File: config.mk
export PLATFORM = sky130hd
export DESIGN_NAME = frac_rate_ctrl
export DESIGN_NICKNAME = d
export VERILOG_FILES = /design/src/rtl/frac_rate_pkg.sv /design/src/rtl/frac_rate_ctl.sv /design/src/rtl/frac_rate_dp.sv /design/src/rtl/frac_rate_ctrl.sv
export SDC_FILE = /design/constraint.sdc
export NUM_CORES = 1
export LEC_CHECK = 0
export BUFFER_PORTS_ARGS = -buffer_cell sky130_fd_sc_hd__buf_2
export CORE_ASPECT_RATIO = 1.75
export CORE_MARGIN = 5
export CORE_UTILIZATION = 40
export CTS_CLUSTER_SIZE = 16
export DETAILED_ROUTE_END_ITERATION = 16
export PLACE_DENSITY = 0.65
export SETUP_SLACK_MARGIN = 0.15
export SLEW_MARGIN = 10
export SYNTH_ARGS = -nofsm -noshare
export SYNTH_HDL_FRONTEND = slang
export SYNTH_SLANG_ARGS = --single-unit
File: constraint.sdc
create_clock -name clk -period 1.72 [get_ports clk]
set_input_delay 0.344 -clock clk [delete_from_list [all_inputs] [get_ports clk]]
set_output_delay 0.344 -clock clk [all_outputs]
set_load 0.005 [all_outputs]
File: src/rtl/frac_rate_pkg.sv
package frac_rate_pkg;
  // Strobes from the control module to the datapath
  typedef struct packed {
    logic shadowWr;   // accept a new staged reduction value
    logic kickSet;    // apply request accepted this cycle
    logic applyNow;   // copy staged value into the active value
  } ctlStrb_t;
endpackage

File: src/rtl/frac_rate_ctl.sv
module frac_rate_ctl
  import frac_rate_pkg::*;
(
  input  logic     clk,
  input  logic     rstN,
  input  logic     wrEn,
  input  logic     regSel,
  input  logic     wrKick,
  input  logic     frameEnd,
  output ctlStrb_t strb,
  output logic     kickQ
);

  always_comb begin
    strb.applyNow = kickQ & frameEnd;
    // a request arriving while one is pending is busy and dropped
    strb.kickSet  = wrEn & regSel & wrKick & ~kickQ;
    // the staged value is frozen while a request is pending
    strb.shadowWr = wrEn & ~regSel & ~kickQ;
  end

  always_ff @(posedge clk) begin
    if (!rstN) begin
      kickQ <= 1'b0;
    end else if (strb.applyNow) begin
      kickQ <= 1'b0;
    end else if (strb.kickSet) begin
      kickQ <= 1'b1;
    end
  end

endmodule

File: src/rtl/frac_rate_dp.sv
module frac_rate_dp
  import frac_rate_pkg::*;
#(
  parameter int DATA_W     = 32,
  parameter int FRAME_BITS = 5,
  parameter int FIELD_LSB  = 8,
  parameter int KICK_BIT   = 31
) (
  input  logic                  clk,
  input  logic                  rstN,
  input  ctlStrb_t              strb,
  input  logic                  wrEn,
  input  logic                  regSel,
  input  logic [DATA_W-1:0]     wrData,
  input  logic                  kickQ,
  output logic [DATA_W-1:0]     rdData,
  output logic                  clkEn,
  output logic                  frameEnd,
  output logic [FRAME_BITS-1:0] activeFrac,
  output logic [FRAME_BITS-1:0] shadowFrac
);

  localparam logic [FRAME_BITS:0] FULL_STEP = {1'b1, {FRAME_BITS{1'b0}}};

  logic [DATA_W-1:0]     fieldMask;
  logic [DATA_W-1:0]     otherQ;
  logic [DATA_W-1:0]     fieldWord;
  logic [DATA_W-1:0]     kickWord;
  logic [FRAME_BITS-1:0] frameCnt;
  logic [FRAME_BITS-1:0] accQ;
  logic [FRAME_BITS:0]   stepVal;
  logic [FRAME_BITS:0]   accSum;

  always_comb begin
    fieldMask = '0;
    fieldMask[FIELD_LSB +: FRAME_BITS] = '1;
  end

  // Register storage: staged field and the preserved remainder
  always_ff @(posedge clk) begin
    if (!rstN) begin
      otherQ     <= '0;
      shadowFrac <= '0;
    end else begin
      if (wrEn && !regSel) begin
        otherQ <= wrData & ~fieldMask;
      end
      if (strb.shadowWr) begin
        shadowFrac <= wrData[FIELD_LSB +: FRAME_BITS];
      end
    end
  end

  // Active fraction, loaded only on an apply strobe
  always_ff @(posedge clk) begin
    if (!rstN) begin
      activeFrac <= '0;
    end else if (strb.applyNow) begin
      activeFrac <= shadowFrac;
    end
  end

  // Free-running frame position
  always_ff @(posedge clk) begin
    if (!rstN) begin
      frameCnt <= '0;
    end else begin
      frameCnt <= frameCnt + 1'b1;
    end
  end

  assign frameEnd = (frameCnt == {FRAME_BITS{1'b1}});

  // Pulse-swallowing accumulator: carry out marks an enabled cycle
  always_comb begin
    stepVal = FULL_STEP - {1'b0, activeFrac};
    accSum  = {1'b0, accQ} + stepVal;
  end

  always_ff @(posedge clk) begin
    if (!rstN) begin
      accQ <= '0;
    end else if (frameEnd) begin
      accQ <= '0;
    end else begin
      accQ <= accSum[FRAME_BITS-1:0];
    end
  end

  assign clkEn = accSum[FRAME_BITS];

  // Read mux
  always_comb begin
    fieldWord = '0;
    fieldWord[FIELD_LSB +: FRAME_BITS] = shadowFrac;
    kickWord = '0;
    kickWord[KICK_BIT] = kickQ;
    rdData = regSel ? kickWord : (otherQ | fieldWord);
  end

endmodule

File: src/rtl/frac_rate_ctrl.sv
module frac_rate_ctrl
  import frac_rate_pkg::*;
#(
  parameter int DATA_W     = 32,
  parameter int FRAME_BITS = 5,
  parameter int FIELD_LSB  = 8,
  parameter int KICK_BIT   = 31
) (
  input  logic              clk,
  input  logic              rstN,
  input  logic              regSel,
  input  logic              wrEn,
  input  logic [DATA_W-1:0] wrData,
  output logic [DATA_W-1:0] rdData,
  output logic              clkEn
);

  ctlStrb_t              strb;
  logic                  kickQ;
  logic                  frameEnd;
  logic [FRAME_BITS-1:0] activeFrac;
  logic [FRAME_BITS-1:0] shadowFrac;

  frac_rate_ctl uCtl (
    .clk      (clk),
    .rstN     (rstN),
    .wrEn     (wrEn),
    .regSel   (regSel),
    .wrKick   (wrData[KICK_BIT]),
    .frameEnd (frameEnd),
    .strb     (strb),
    .kickQ    (kickQ)
  );

  frac_rate_dp #(
    .DATA_W     (DATA_W),
    .FRAME_BITS (FRAME_BITS),
    .FIELD_LSB  (FIELD_LSB),
    .KICK_BIT   (KICK_BIT)
  ) uDp (
    .clk        (clk),
    .rstN       (rstN),
    .strb       (strb),
    .wrEn       (wrEn),
    .regSel     (regSel),
    .wrData     (wrData),
    .kickQ      (kickQ),
    .rdData     (rdData),
    .clkEn      (clkEn),
    .frameEnd   (frameEnd),
    .activeFrac (activeFrac),
    .shadowFrac (shadowFrac)
  );

endmodule

* Word-level counts from Yosys, hierarchy flattened
Index checks and enable logic that the tools add are counted.
** Cells by class
- $add $sub $neg :: 3
- Eq/ne operators :: 1
- Mux-type cells :: 1
- Bitwise operators :: 10
- Reductions and logical operators :: 4
** Operators by type and width (number)
- 32-bit 2-to-1 mux :: 1
- 32-bit by 13-bit bitwise OR with 32-bit output :: 1
- 5-bit by 6-bit adder with 6-bit output :: 1
- 1-bit bitwise AND :: 6
- 6-bit by 5-bit subtractor with 6-bit output (first input constant) :: 1
- 5-bit by 1-bit adder with 5-bit output (second input constant) :: 1
- 5-bit equality test (second input constant) :: 1
- 2-bit OR reduction :: 2
- 1-bit NOT :: 3
- 1-bit logical AND :: 1
- 1-bit zero test :: 1
** Storage, ports and cells
- Bits in registers :: 48
- Output and inout port bits :: 33
- Word-level logic and storage cells :: 25

* Depth between registers and ports, before layout
- Depth after elaboration :: 3
- Gate-level depth with buffers :: 8

* Hierarchy
From an unflattened synthesis, not the netlist that was laid out.
** Second synthesis, totals
- Cells, all modules :: 247
- Area total of the unflattened synthesis :: 2277.2 um^2
** Modules (own cells, without submodules)
- frac_rate_dp :: times used 1, cells an instance 240, area each 2200.9 um^2, sequential area each 940.9 um^2
- frac_rate_ctl :: times used 1, cells an instance 7, area each 76.3 um^2, sequential area each 20.0 um^2

* Worst setup path after synthesis
OpenSTA, ideal clock, no wires.
- Path type :: flip-flop to flip-flop
- From :: reg uDp.activeFrac[0]
- To :: reg uDp.accQ[4]
- Data arrival time :: 1.388 ns
- Data required time :: 1.602 ns
- Setup slack :: 0.214 ns
- Stages on the path, launching flop included :: 8
- Cell sequence :: dfxtp_1 > ha_1 > inv_1 > fa_1 > a21o_1 > a21oi_1 > xor2_1 > nor2_1
** On the way
- Word-level cells in the longest chain between the ends :: 2
** RTL lines
- start: declaration :: line frac_rate_dp.sv:19 : output logic [FRAME_BITS-1:0] activeFrac,
- start signal: assignment :: line frac_rate_dp.sv:59 : activeFrac <= shadowFrac;
- 6-bit by 5-bit subtractor with 6-bit output :: line frac_rate_dp.sv:76 : stepVal = FULL_STEP - {1'b0, activeFrac};
- 5-bit by 6-bit adder with 6-bit output :: line frac_rate_dp.sv:77 : accSum = {1'b0, accQ} + stepVal;
- end signal: assignment :: line frac_rate_dp.sv:86 : accQ <= accSum[FRAME_BITS-1:0];
- end: declaration :: line frac_rate_dp.sv:30 : logic [FRAME_BITS-1:0] accQ;
Every way passes these cells.
A chain may end at the register's enable or synchronous reset.

* Worst setup path in the final report
- From :: reg uDp.activeFrac[1]
- To :: out clkEn
** On the way
- Word-level cells in the longest chain between the ends :: 2
** RTL lines
- 6-bit by 5-bit subtractor with 6-bit output :: line frac_rate_dp.sv:76
- 5-bit by 6-bit adder with 6-bit output :: line frac_rate_dp.sv:77
- end: declaration :: line frac_rate_ctrl.sv:15 : output logic clkEn
Every way passes these cells.

==> run summary <==
• status: finished, violations left
• post-route DRC violation count: 0
• Horiz. Die Dim: 65.7 um
• HPWL after detailed placement: 3600 um
• later-pin clock latency in the skew report: 0.29 ns
• kind of critical path: register to primary output
• count of different cell masters after synthesis: 27
• Final Hold Vio Count: 0
• endpoint kind of the worst setup timing path: primary output
• number of antenna violations at the first check in global routing: 0
• top cell type by total area after synthesis: sky130_fd_sc_hd__dfxtp_1
• final total power: 2.01 mW
• launch instance of the worst register-to-register path: uDp.accQ[0]$_SDFF_PP0_
• number of vias in the routed layout: 1854
• end of the worst register-to-register path: uDp.accQ[4]$_SDFF_PP0_
• final worst setup slack: -0.0137 ns
• WHS: 0.280 ns
• dominant register cell in the synthesized netlist: sky130_fd_sc_hd__dfxtp_1
• Slew Limit Fails: 0
• Syn. warnings: 0
• worst clock skew on the final layout: 0.00807 ns
• leakage power: 1.21 nW
• top-level port count: 69
• number of global-route vias before repair: 1848
• antenna viol nets, final: 0
• final estimated routing congestion in global placement: 0.733
• nets in the synthesized netlist: 301
• worst min-delay path category: primary input to register
• Routed Wire Length: 4790 um
• TritonCTS clock tree: done
• unrepaired setup endpoints after global routing: yes
• number of detailed-route iterations in the first pass: 4
• Die Area: 0.00707 mm2
• area added between synthesis and finish: 26.8%
• per-cell routed wire length: 11.9 um
• violations in the final reports: setup timing
• final setup violating endpoints: 1
• most instantiated library cell after synthesis: sky130_fd_sc_hd__nand2_1
• Relative slew margins: 79.6%
• transition time at the pin with the least slew margin: 0.306 ns
• maximum vdd ir drop: 578 uV
• average size of a mapped cell: 8.46 um2
• via count normalized by instance count: 4.60
• dominant cells by area after synthesis: sky130_fd_sc_hd__dfxtp_1 (44%), sky130_fd_sc_hd__nand2_1 (11%), sky130_fd_sc_hd__a21boi_1 (10%), sky130_fd_sc_hd__nor2b_1 (9.5%), sky130_fd_sc_hd__ha_1 (4.0%)
• required time at the endpoint of the critical path: 1.38 ns
• CTS max path bufs: 2
• CTS root buf: sky130_fd_sc_hd__clkbuf_8
• part of the Yosys area used for sequential elements: 44.2%
• diode insertion count for antenna repair: 0
• number of enable-type register cells in the synthesized netlist: 0
• number of DRC markers in iteration 0: 34
• number of H-tree levels: 2
• worst slack at placement: 0.0891 ns
• vertical die dimension: 108 um
• most used standard cells in the synthesized netlist: sky130_fd_sc_hd__nand2_1 (65), sky130_fd_sc_hd__dfxtp_1 (48), sky130_fd_sc_hd__nor2b_1 (33), sky130_fd_sc_hd__a21boi_1 (30), sky130_fd_sc_hd__clkbuf_1 (8)
• Rows: 35
• gr ovfl total: 0
• crit path time final: 1.73 ns
• launch point of the worst hold path: wrData[4]
• share of the synthesized area in the top cell type: 44.2%
• areal power density over the cells: 729 mW/mm2
• largest net degree at the start of global routing: 22
• final standard cell utilization of the core: 52.0%
• global-route wire length before repair: 8010 um
• starting density of the core: 41.0%
• Worst Path Max Fanout: 2
• Max Cap Violations: 0
• Hold EP: uDp.otherQ[4]$_SDFFE_PN0N_
• Total Neg Setup Slack: -0.0137 ns
• TritonCTS sink count: 48
• final worst-path cycle share: 101%
• post-synth design cell area: 0.00217 mm2
• number of instances on the worst hold path: 3
• # nets final: 373
• critical path launch point: uDp.activeFrac[1]$_SDFFE_PN0P_
• Synth Instances: 257
• Setup crit start kind: register
• worst reg2reg setup slack: 0.16 ns
• async set or reset register ratio after synthesis: 0%
• critical path data arrival time: 1.39 ns
• max frequency: 577 MHz
• fraction of layout cells with a size suffix above 1: 32.2%
• overall track demand over capacity in global routing: 14.3%
• flops & latches, synth: 48
• area inside the core boundary: 0.00530 mm2
• Inserted Clock Buffers: 5
• R2R depth: 8
• # port buffers: 68
• Clock Pin Slew Worst Setup and Hold Paths: 0.08 ns
==> where the power goes <==
part / switching, mW / leakage (nW) / internal [mW]
clock: 0.343 / 0.0410 / 0.277
combinational: 0.108 / 0.776 / 0.111
sequential: 0.0189 / 0.393 / 1.15
total: 0.470 / 1.21 / 1.54
==> area by class of cell <==
class                   instances  area (um2)
flip-flops and latches         48         966
well taps                      74        92.6
multi-input cells             186        1160
clock inverters                 1        5.00
clock buffers                   6        72.6
inverters                       7        26.3
fillers                       547        2540
repair buffers                 81         438
==> through the flow <==
step | std cells | instance area (um2)
global route | 403 | 2760
floorplan | 257 | 2170
CTS | 403 | 2750
global placement | 393 | 2590
finish | 403 | 2760
detailed placement | 393 | 2590
==> worst max-delay path by stage <==
stage | endpoint | slack (ns) | cells after the start
finish | clkEn | -0.01 | 7
global route | clkEn | -0.1 | 7
CTS | clkEn | -0.06 | 7
detailed placement | uDp.accQ[4]$_SDFF_PP0_ | 0.09 | 7
global placement | clkEn | 0.13 | 7
floorplan | uDp.accQ[4]$_SDFF_PP0_ | 0.21 | 7
==> logic make-up (layout without fill, tap and decap cells) <==
family / count (synthesis) / in the layout / share of synthesized area, %
adders and majority gates: 8 / 8 / 4.95
AOI/OAI and AO/OA: 48 / 48 / 15.4
xor gates and xnor gates: 4 / 4 / 1.61
and+or+nand+nor: 124 / 124 / 27.2
DFF: 48 / 48 / 44.2
muxes: 2 / 2 / 0.978
buffers and inverters: 23 / 95 / 5.70
==> cell usage in the layout (no fill, tap or decap) <==
master	n
sky130_fd_sc_hd__a21o_1	1
sky130_fd_sc_hd__a21boi_0	7
sky130_fd_sc_hd__and3_1	1
sky130_fd_sc_hd__inv_1	5
sky130_fd_sc_hd__fa_2	1
sky130_fd_sc_hd__nand2b_4	1
sky130_fd_sc_hd__clkinv_2	1
sky130_fd_sc_hd__buf_4	13
sky130_fd_sc_hd__nor2_2	1
sky130_fd_sc_hd__inv_2	2
sky130_fd_sc_hd__nand3_1	7
sky130_fd_sc_hd__nor2b_2	1
sky130_fd_sc_hd__clkbuf_1	1
sky130_fd_sc_hd__ha_4	3
sky130_fd_sc_hd__buf_2	68
sky130_fd_sc_hd__nand2_2	1
sky130_fd_sc_hd__o21ai_0	2
sky130_fd_sc_hd__o21ai_2	1
sky130_fd_sc_hd__dfxtp_1	44
sky130_fd_sc_hd__nor2_4	1
sky130_fd_sc_hd__mux2_2	1
sky130_fd_sc_hd__nor3_1	1
sky130_fd_sc_hd__nand2b_1	3
sky130_fd_sc_hd__ha_1	4
sky130_fd_sc_hd__mux2i_1	1
sky130_fd_sc_hd__nand2_1	64
sky130_fd_sc_hd__o21ai_1	4
sky130_fd_sc_hd__clkbuf_8	5
sky130_fd_sc_hd__xor2_1	2
sky130_fd_sc_hd__xnor2_1	2
sky130_fd_sc_hd__nor2b_1	32
sky130_fd_sc_hd__a21boi_1	30
sky130_fd_sc_hd__a21oi_2	2
sky130_fd_sc_hd__dfxtp_2	4
sky130_fd_sc_hd__and2_1	5
sky130_fd_sc_hd__nor2_1	6
sky130_fd_sc_hd__a21oi_1	1
==> repair_timing <==
action                     in CTS  in global routing
resized for setup              13                  5
pin swaps                       4                  2
setup buffers                   3                  0
setup endpoints to repair       2                  4
cloned                          0                  0
hold buffers                    0                  0
==> registers in the layout (all words and copies together) (netlist names) <==
name and cells:
uDp.otherQ 27, uDp.accQ 5, uDp.frameCnt 5, uDp.activeFrac 5
uCtl.kickQ 1, uDp.shadowFrac 5
==> worst max-delay path: stages (launching register included) <==
cell                       delay, ns
sky130_fd_sc_hd__dfxtp_2        0.34
sky130_fd_sc_hd__inv_2          0.05
sky130_fd_sc_hd__ha_4           0.27
sky130_fd_sc_hd__nand2b_4       0.05
sky130_fd_sc_hd__a21oi_2        0.15
sky130_fd_sc_hd__o21ai_1        0.07
sky130_fd_sc_hd__nand2b_1       0.06
sky130_fd_sc_hd__buf_2          0.10
==> metal layers <==
metal	part of all wire [%]	wire (um)	GRT usage [%]
met5	0	0	0
met4	2.8	134	6.08
met1	40	1900	15.4
met2	53	2520	26.1
met3	5.0	242	2.93
(Power assumes the default switching activity.)
